**src/rtl/txn_action_seq_pkg.sv**
```systemverilog
package txn_action_seq_pkg;

  localparam int CODE_W = 4;
  typedef logic [CODE_W-1:0] act_code_t;

  localparam act_code_t ACT_TAG_RD     = 4'd1;
  localparam act_code_t ACT_HIT_PIPE   = 4'd2;
  localparam act_code_t ACT_DATA_RD    = 4'd3;
  localparam act_code_t ACT_SEND_COMP  = 4'd4;
  localparam act_code_t ACT_WAIT_ACK   = 4'd5;
  localparam act_code_t ACT_TAG_WR     = 4'd6;
  localparam act_code_t ACT_MISS_PIPE  = 4'd7;
  localparam act_code_t ACT_SEND_RDSH  = 4'd8;
  localparam act_code_t ACT_CHECK_FILL = 4'd9;

  typedef struct packed {
    logic      nb;
    act_code_t code;
  } act_entry_t;

  // strobes from control to datapath
  typedef struct packed {
    logic load;
    logic kind;
    logic pop;
  } seq_strb_t;

  function automatic int listLen(input logic kind);
    return kind ? 7 : 6;
  endfunction

  function automatic act_entry_t listEntry(input logic kind, input int idx);
    act_entry_t e;
    e = '0;
    if (!kind) begin
      case (idx)
        0: e.code = ACT_TAG_RD;
        1: e.code = ACT_HIT_PIPE;
        2: e.code = ACT_DATA_RD;
        3: e.code = ACT_SEND_COMP;
        4: e.code = ACT_WAIT_ACK;
        5: begin e.code = ACT_TAG_WR; e.nb = 1'b1; end
        default: e = '0;
      endcase
    end else begin
      case (idx)
        0: e.code = ACT_MISS_PIPE;
        1: e.code = ACT_TAG_RD;
        2: e.code = ACT_SEND_RDSH;
        3: e.code = ACT_SEND_COMP;
        4: e.code = ACT_WAIT_ACK;
        5: e.code = ACT_CHECK_FILL;
        6: e.code = ACT_TAG_WR;
        default: e = '0;
      endcase
    end
    return e;
  endfunction

endpackage

```
**src/rtl/txn_action_seq_dp.sv**
```systemverilog
module txn_action_seq_dp
  import txn_action_seq_pkg::*;
#(
  parameter int DEPTH = 8,
  parameter int CNT_W = 3
) (
  input  logic      clk,
  input  logic      rstN,
  input  seq_strb_t strb,
  input  logic      rspValid,
  input  logic      rspKind,
  output act_code_t headCode,
  output logic      headNb,
  output logic      qEmpty,
  output logic      pendZero,
  output logic      rspErr
);
  localparam int IDX_W = $clog2(DEPTH);
  localparam int PTR_W = IDX_W + 1;

  act_entry_t        qMem [DEPTH];
  logic [PTR_W-1:0]  head, tail;
  logic [CNT_W-1:0]  ackCnt, datCnt;
  act_entry_t        headEntry;
  logic              ackInc, datInc, ackDec, datDec, ackStray, datStray;

  assign headEntry = qMem[head[IDX_W-1:0]];
  assign headCode  = headEntry.code;
  assign headNb    = headEntry.nb;
  assign qEmpty    = (head == tail);
  assign pendZero  = (ackCnt == '0) && (datCnt == '0);

  assign ackInc   = strb.pop && (headCode == ACT_WAIT_ACK);
  assign datInc   = strb.pop && (headCode == ACT_SEND_RDSH);
  assign ackStray = rspValid && !rspKind && (ackCnt == '0);
  assign datStray = rspValid &&  rspKind && (datCnt == '0);
  assign ackDec   = rspValid && !rspKind && !ackStray;
  assign datDec   = rspValid &&  rspKind && !datStray;

  always_ff @(posedge clk) begin
    if (!rstN) begin
      for (int i = 0; i < DEPTH; i++) qMem[i] <= '0;
      head   <= '0;
      tail   <= '0;
      ackCnt <= '0;
      datCnt <= '0;
    end else if (strb.load) begin
      for (int i = 0; i < DEPTH; i++) qMem[i] <= listEntry(strb.kind, i);
      head   <= '0;
      tail   <= PTR_W'(listLen(strb.kind));
      ackCnt <= '0;
      datCnt <= '0;
    end else begin
      if (strb.pop) head <= head + 1'b1;
      ackCnt <= ackCnt + CNT_W'(ackInc) - CNT_W'(ackDec);
      datCnt <= datCnt + CNT_W'(datInc) - CNT_W'(datDec);
    end
  end

  always_ff @(posedge clk) begin
    if (!rstN) rspErr <= 1'b0;
    else       rspErr <= ackStray || datStray;
  end

endmodule

```
**src/rtl/txn_action_seq_ctrl.sv**
```systemverilog
module txn_action_seq_ctrl
  import txn_action_seq_pkg::*;
(
  input  logic      clk,
  input  logic      rstN,
  input  logic      startReq,
  input  logic      startKind,
  input  logic      actDone,
  input  logic      qEmpty,
  input  logic      pendZero,
  input  logic      headNb,
  output seq_strb_t strb,
  output logic      actValid,
  output logic      finalize,
  output logic      busyErr
);
  logic active, issuing, canIssue, allDone;

  assign canIssue  = active && !issuing && !qEmpty && (pendZero || headNb);
  assign allDone   = active && !issuing && qEmpty && pendZero;
  assign strb.load = startReq && !active;
  assign strb.kind = startKind;
  assign strb.pop  = issuing && actDone;
  assign actValid  = issuing;

  always_ff @(posedge clk) begin
    if (!rstN) begin
      active   <= 1'b0;
      issuing  <= 1'b0;
      finalize <= 1'b0;
      busyErr  <= 1'b0;
    end else begin
      busyErr  <= startReq && active;
      finalize <= allDone;
      if (strb.load)    active <= 1'b1;
      else if (allDone) active <= 1'b0;
      if (canIssue)      issuing <= 1'b1;
      else if (strb.pop) issuing <= 1'b0;
    end
  end

endmodule

```
**src/rtl/txn_action_seq.sv**
```systemverilog
module txn_action_seq
  import txn_action_seq_pkg::*;
#(
  parameter int DEPTH = 8,
  parameter int CNT_W = 3
) (
  input  logic            clk,
  input  logic            rstN,
  input  logic            startReq,
  input  logic            startKind,
  input  logic            rspValid,
  input  logic            rspKind,
  input  logic            actDone,
  output logic            actValid,
  output logic [CODE_W-1:0] actCode,
  output logic            finalize,
  output logic            busyErr,
  output logic            rspErr
);
  seq_strb_t strb;
  logic      qEmpty, pendZero, headNb;
  act_code_t headCode;

  txn_action_seq_ctrl u_ctrl (
    .clk(clk), .rstN(rstN), .startReq(startReq), .startKind(startKind),
    .actDone(actDone), .qEmpty(qEmpty), .pendZero(pendZero), .headNb(headNb),
    .strb(strb), .actValid(actValid), .finalize(finalize), .busyErr(busyErr)
  );

  txn_action_seq_dp #(.DEPTH(DEPTH), .CNT_W(CNT_W)) u_dp (
    .clk(clk), .rstN(rstN), .strb(strb), .rspValid(rspValid), .rspKind(rspKind),
    .headCode(headCode), .headNb(headNb), .qEmpty(qEmpty), .pendZero(pendZero),
    .rspErr(rspErr)
  );

  assign actCode = headCode;

endmodule

```
**config.mk**
```make
export PLATFORM = sky130hd
export DESIGN_NAME = txn_action_seq
export DESIGN_NICKNAME = d
export VERILOG_FILES = /design/src/rtl/txn_action_seq_pkg.sv /design/src/rtl/txn_action_seq_dp.sv /design/src/rtl/txn_action_seq_ctrl.sv /design/src/rtl/txn_action_seq.sv
export SDC_FILE = /design/constraint.sdc
export NUM_CORES = 1
export LEC_CHECK = 0
export BUFFER_PORTS_ARGS = -buffer_cell sky130_fd_sc_hd__buf_2
export CAP_MARGIN = 10
export CORE_ASPECT_RATIO = 1.2
export CORE_UTILIZATION = 47
export CTS_BUF_LIST = sky130_fd_sc_hd__clkbuf_8 sky130_fd_sc_hd__clkbuf_16
export DETAILED_ROUTE_END_ITERATION = 6
export GPL_ROUTABILITY_DRIVEN = 0
export MAX_ROUTING_LAYER = met4
export PLACE_DENSITY_LB_ADDON = 0.05
export SLEW_MARGIN = 20
export SYNTH_ARGS = -nofsm -noshare
export SYNTH_HDL_FRONTEND = slang
export SYNTH_SLANG_ARGS = --single-unit
```
**constraint.sdc**
```tcl
create_clock -name clk -period 2.5 [get_ports clk]
set_input_delay 0.125 -clock clk [delete_from_list [all_inputs] [get_ports clk]]
set_output_delay 0.125 -clock clk [all_outputs]
set_load 0.02 [all_outputs]
```
Yosys cells after proc, flatten, opt, wreduce, memory -nomap -nowiden. Memory sizes are Yosys's and may differ from the RTL's. A register that Yosys moved wholly into a read port is not among the register bits. Index checks and enable logic that the tools add are counted.

Add/sub/neg operators: 5. Multipliers: 0. Div/mod/pow operators: 0. Magnitude comparators: 0. Equality and inequality tests: 3. Shift operators: 0. Multiplexer cells: 40. Bitwise gates (word level): 9. Reductions and logical operators: 30.

Operators by type and width (count): 2-to-1 mux 5 bit (25); logical AND 1 bit (17); 2-to-1 mux 3 bit (4); 2-to-1 mux 1 bit (9); bitwise OR 1 bit (8); adder 3 x 1 -> 3 bit (2); logical NOT 1 bit (6); logical NOT 3 bit (2); subtractor 3 x 1 -> 3 bit (2); adder 4 x 1 -> 4 bit, second input constant (1); == test 4 x 3 -> 1 bit, second input constant (1); == test 4 bit (1); == test 4 bit, second input constant (1); 2-to-1 mux 4 bit (1); nonzero test 2 bit (2); logical OR 1 bit (2); 2-to-1 mux 2 bit (1); OR reduction 2 bit (1); NOT 1 bit (1).

Register bits after elaboration: 19. Latch bits: 0. RAM bits: 40. Memory bits (read-only): 0. Input bits: 7. Output and inout port bits: 8. Memories: 1.

Memories: u_dp.qMem (depth 8, bits a word 5, read ports 1, clocked after Yosys merged registers in 1, write ports 8, RTL line txn_action_seq_dp.sv:21) `act_entry_t qMem [DEPTH];`.

Longest topological paths before layout. Gate-level depths: netlist of run 1.

Word-level depth: 6. Depth in mapped cells: 10. Mapped depth without buffers: 9.

Cells and area by module. From an unflattened synthesis of run 1, not the netlist that was laid out.

Cell total of the unflattened synthesis: 121. Area, all modules: 1206.2 µm².

Modules (own cells, without submodules): txn_action_seq_dp (times used 1, cells an instance 103, area an instance 1038.5 µm², sequential area each 460.4 µm²); txn_action_seq_ctrl (times used 1, cells an instance 18, area an instance 167.7 µm², sequential area each 80.1 µm²).

Worst setup path after synthesis of run 1. OpenSTA, ideal clock, no wires.

Path type: register to register. From: register (tool-made name). To: register u_dp.datCnt[2]. Data arrival time: 2.231 ns. Required time: 2.373 ns. Setup slack: 0.141 ns. Cell stages (with the launch flop): 11. Clock period less this slack: 2.359 ns. Cell sequence: dfxtp_1 -> buf_6 -> nand2b_1 -> a21boi_0 -> o21ai_0 -> nor3_1 -> ha_1 -> fa_1 -> xnor2_1 -> xnor2_1 -> nor2_1.

RTL lines: end signal, assigned (RTL line txn_action_seq_dp.sv:56) `datCnt <= datCnt + CNT_W'(datInc) - CNT_W'(datDec);`; end, declared (RTL line txn_action_seq_dp.sv:23) `logic [CNT_W-1:0] ackCnt, datCnt;`.

==> results of run 1 <==
-- per-stage QoR --
step                      instance area (sq um)  hold WS (ps)  setup slack [ps]  power [mW]
final                                      1390           106               201       0.749
after global routing                       1390           119              20.0       0.786
after CTS                                  1390           102              73.8       0.760
after detailed placement                   1340           388               108       0.527
after global placement                     1340           383               171       0.527
after floorplan                            1250           219               141       0.498
-- synthesized netlist by cell type (all sizes together) (3+ instances only) --
cell	n
dfxtp	21
nand2	10
inv	9
nor2	9
a21oi	6
and3	5
ha	5
nand3	5
and2	4
edfxtp	4
nor3b	4
o21ai	4
xnor2	4
a21boi	3
mux2i	3
nor3	3
xor2	3
-- power by group --
part / switching, mW / total, mW / internal, mW
Clock: 0.120 / 0.231 / 0.111
Sequential: 0.0137 / 0.439 / 0.425
Combinational: 0.0464 / 0.0793 / 0.0329
-- area by class of cell --
class | count | area, sq um
well taps | 33 | 41.3
repair buffers | 14 | 70.1
multi-input cells | 92 | 661
clock inverters | 1 | 5.00
clock buffers | 3 | 41.3
flip-flops and latches | 25 | 542
fillers | 251 | 1130
inverters | 9 | 33.8
-- final timing paths --
| kind | startpoint | to | depth (start not counted) | slack [ps] |
|---|---|---|---|---|
| setup / recovery | register | u_dp.datCnt[1] | 7 | 200 |
| hold / removal | rspValid | u_dp.rspErr | 3 | 110 |
| setup reg to reg | register | u_dp.datCnt[1] | 7 | 200 |
| hold reg to reg | u_dp.tail[0] | u_dp.tail[0] | 2 | 490 |
-- worst max-delay path: cells and delay by family, from the launching register on --
family / cells / cell delay (ps)
mux: 1 / 350
fa+ha+maj: 2 / 620
compound gates: 2 / 360
flops: 1 / 460
simple gates: 2 / 400
-- layout by cell type (no fill, tap or decap), drive strengths merged, types with 2 or more instances in the layout --
master and instances:
nor2b 2, nand3 5, and2 4, nor3 3
xnor2 4, o21a 2, ha 5, nand2b 2
a211o 2, nor3b 4, a21boi 3, edfxtp 4
buf 14, or2b 2, xor2 3, clkbuf 3
nand3b 2, a21oi 6, or3b 2, nand2 10
or3 2, o21ai 4, inv 9, nor2 9
mux2i 3, and3 5, fa 2, dfxtp 21
-- per-layer routing --
| metal | global-route usage | up-vias |
|---|---|---|
| li1 | - | 473 |
| met1 | 0.222 | 441 |
| met2 | 0.298 | 15 |
| met3 | 0.0233 | 2 |
| met4 | 0.0882 | 0 |
| met5 | - | - |
-- cells by family (layout without fill, tap and decap cells) --
logic type | Yosys count | count (layout)
and+or+nand+nor | 55 | 55
DFF | 25 | 25
AOI/OAI and AO/OA | 19 | 19
buffers and inverters | 12 | 27
adders and majority gates | 7 | 7
xor gates and xnor gates | 7 | 7
muxes | 4 | 4
-- repair_timing --
item                       in CTS  in global routing
buffers inserted                0                  0
setup endpoints to repair       0                  2
gates resized for setup         0                  2
==> results.yml, run 1 <==
drt:
  routed_via_density: 5.26
  highest_layer: "met4"
  wl_met2_um: 1090
  drtIter0Drc: 26
  vias: 931
  wl_met1_um: 1050
  route.met3.wl_um: 77
  post_drt_wl_per_cell_um: 12.6
  wl_um: 2240
  drt-pass1-iter-count: 4
  drc: 0
  ant_nets: 0
layout:
  final_cells: 177
  nNetsFinal: 159
  area_growth_pct: 11.6
  final_core_util: 0.551
  drive_above_1_share: 0.153
  diodes: 0
cts:
  hold_buffers: 0
  cts_made_buffers: 3
  cts_tree: "yes"
  cts.htree.levels: 1
  cts_sinks: 25
  clk_latency_ps: 260
  root_buffer: "clkbuf_8"
  clock_path_buffers: 2
  clk_pin_slew_ps: 80
synthesis:
  synth-edff-count: 4
  synth_seq_cells: 25
  synth_nets: 143
  synth_top_family_by_area: "simple AND/OR/NAND/NOR gates"
  synth_area_sq_mm: 0.00125
  synthSimpleGateAreaFrac: 0.264
  synth-main-ff-cell: "dfxtp_1"
  syn_area_per_cell_sq_um: 9.68
  synth-compound-area-share: 0.0962
  netlist_top_cells_area: "dfxtp_1 (34%), edfxtp_1 (9.6%), ha_1 (5.0%)"
  muxShareOfSynthArea: 0.0331
  synth_top_cell_by_area: "dfxtp_1"
  yosys.cell_types.count: 38
  ys_seq_area_frac: 0.433
  synth_xor_area_frac: 0.0491
  synthAdderAreaFrac: 0.0822
  synth_top_area_share: 0.337
  ys.warnings.count: 0
  netlist_instances: 129
  async_reset_ff_frac: 0
critical_path:
  cp-end-kind: "register"
  path_cells: "mux2_1, a21boi_1, o2111ai_2, nor3_1, ha_1, fa_1, and3_1"
  crit_path_max_incr_delay_ps: 460
  cp.required_ps: 2660
  crit_type: "reg -> reg"
  worst_path_max_delay_cell: "dfxtp_1"
  critPathArrivalTime_ps: 2460
  crit_path_max_fanout: 9
  cp-start-kind: "register"
run:
  max_cap_viol_count: 0
floorplanning:
  dieHeight_um: 58.5
  ios: 15
  start_util: 0.494
  num_rows: 20
  die_w_um: 49.1
  core_sq_mm: 0.00253
  die_area_sq_mm: 0.00287
placement:
  dp_hpwl_um: 1690
  io_buffers: 14
  placed_cells: 173
worst_hold_path:
  hold_class: "in -> reg"
sta:
  finalSetupViolations: 0
  drv_slew: 0
  rsz0062_at_grt: "false"
  finalCriticalPeriod_ps: 2300
  finalCritPeriodShare: 0.920
  skew_ps: 1.60
  timing.fmax_mhz: 435
  setup_tns_ps: 0
  worst_pin_slew_ps: 405
  relSlewSlack: 0.729
  hold_viol: 0
grt:
  grt_max_degree: 17
  grt_first_pass_wirelength_um: 3780
  grt_usage: 0.182
  antenna_found_initial: 0
  first_global_vias: 890
  gr-total-overflow: 0
pwr:
  p_leak_nw: 0.603
  power_density_mw_per_mm2: 538
  vdd.ir_drop.worst_mv: 0.326
outcome:
  outcome: "finished clean"
(Power assumes the default switching activity.)
==> run 2: changes to the inputs <==
CORE_ASPECT_RATIO = 1.25   (was 1.2)
==> results.yml, run 2 (synthesis results as in run 1) <==
drt:
  drc: 0
  post_drt_wl_per_cell_um: 12.5
  routed_via_density: 5.33
  drt-pass1-iter-count: 2
  drtIter0Drc: 14
  vias: 943
  ant_nets: 0
  wl_um: 2210
critical_path:
  path_cells: "or3b_1, a21boi_1, o2111ai_2, nor3_1, ha_1, fa_1, xnor2_1, xnor2_1, nor2_1"
  worst-path-stages: 9
  crit_path_max_incr_delay_ps: 400
  path_common_cell: "xnor2_1"
  r2r_cells: 9
  cp-start-kind: "register"
  cp.required_ps: 2650
  crit_family: "adder cells"
  critPathArrivalTime_ps: 2470
  critical_path_buf_inv_count: 0
  cp-end-kind: "register"
  worst_path_max_delay_cell: "or3b_1"
  crit_path_max_fanout: 12
  crit_type: "reg -> reg"
floorplanning:
  core_sq_mm: 0.00248
  ios: 15
  dieHeight_um: 59.6
  die_w_um: 48.1
  die_area_sq_mm: 0.00287
  start_util: 0.504
  num_rows: 20
grt:
  use_met2: 0.278
  grtUsageMet1: 0.226
  antenna_found_initial: 0
  first_global_vias: 836
  grt.busiest_layer: "met2"
  grt_usage: 0.180
  grt_first_pass_wirelength_um: 3520
  use_met3: 0.0274
  grt_max_degree: 17
  gr-total-overflow: 0
placement:
  io_buffers: 14
  placed_area_sq_mm: 0.00134
  pre_cts_ws_ps: 85.2
  dp_hpwl_um: 1680
  placed_cells: 173
layout:
  area_growth_pct: 11.6
  final_cell_mix: "dfxtp_1 (20), buf_2 (14), nand2_1 (10)"
  final_core_util: 0.563
  fill_cells: 231
  finish.instance_area_sq_mm: 0.00139
  nNetsFinal: 159
  final_common_cell: "dfxtp_1"
  diodes: 0
  drive_above_1_share: 0.153
  final_cells: 177
sta:
  setup_tns_ps: 0
  worst_pin_slew_ps: 429
  rsz0062_at_grt: "false"
  skew_ps: 3.03
  finalCritPeriodShare: 0.929
  drv_slew: 0
  hold_ws_ps: 99.6
  fin_ws_ps: 178
  finalCriticalPeriod_ps: 2320
  hold_viol: 0
  relSlewSlack: 0.713
  finalSetupViolations: 0
  timing.fmax_mhz: 431
cts:
  root_buffer: "clkbuf_8"
  clock_path_buffers: 2
  cts_sinks: 25
  cts_tree: "yes"
  cts_made_buffers: 3
  cts.htree.levels: 1
  clk_pin_slew_ps: 80
  clk_latency_ps: 260
pwr:
  power_density_mw_per_mm2: 539
  vdd.ir_drop.worst_mv: 0.303
  total_power_mw: 0.752
  p_leak_nw: 0.603
outcome:
  outcome: "finished clean"
run:
  max_cap_viol_count: 0
worst_hold_path:
  whs_path_depth: 3
  hold_class: "in -> reg"
run 2: cell counts in the layout (fill, tap and decap cells not counted):
No cell type changed its count.
run 2: layout make-up:
class,count,area (sq um),share of cell area
Multi-Input combinational cell,92,661,0.474
Sequential cell,25,542,0.389
Timing Repair Buffer,14,70.1,0.0503
Clock buffer,3,41.3,0.0296
Tap cell,33,41.3,0.0296
Inverter,9,33.8,0.0242
Clock inverter,1,5.00,0.00359
run 2: final timing paths:
check	slack, ps	from	end
worst max-delay path	180	register	u_dp.datCnt[2]
worst min-delay path	100	rspValid	u_dp.rspErr
worst max register to register	180	register	u_dp.datCnt[2]
worst min register to register	480	u_dp.tail[0]	u_dp.tail[0]
run 2: repair_timing:
item | CTS | global route
hold buffers | 0 | 0
gates resized for setup | 0 | 2
setup endpoints to repair | 0 | 2
setup buffers | 0 | 0
run 2: worst register-to-register path: stages, from the launching register on:
cell and delay (ps):
dfxtp_2 370, or3b_1 400, a21boi_1 160, o2111ai_2 200, nor3_1 100, ha_1 210
fa_1 390, xnor2_1 180, xnor2_1 140, nor2_1 50
run 2: where the power goes:
part,total (mW),switching (mW),internal [mW]
logic,0.0798,0.0468,0.0329
clock network,0.234,0.123,0.111
registers,0.438,0.0130,0.425
total,0.752,0.183,0.569
run 2: metal layers:
metal | vias up | wire length [um]
li1 | 477 | -
met1 | 450 | 1100
met2 | 12 | 1040
met3 | 4 | 39
met4 | 0 | 33
met5 | - | 0
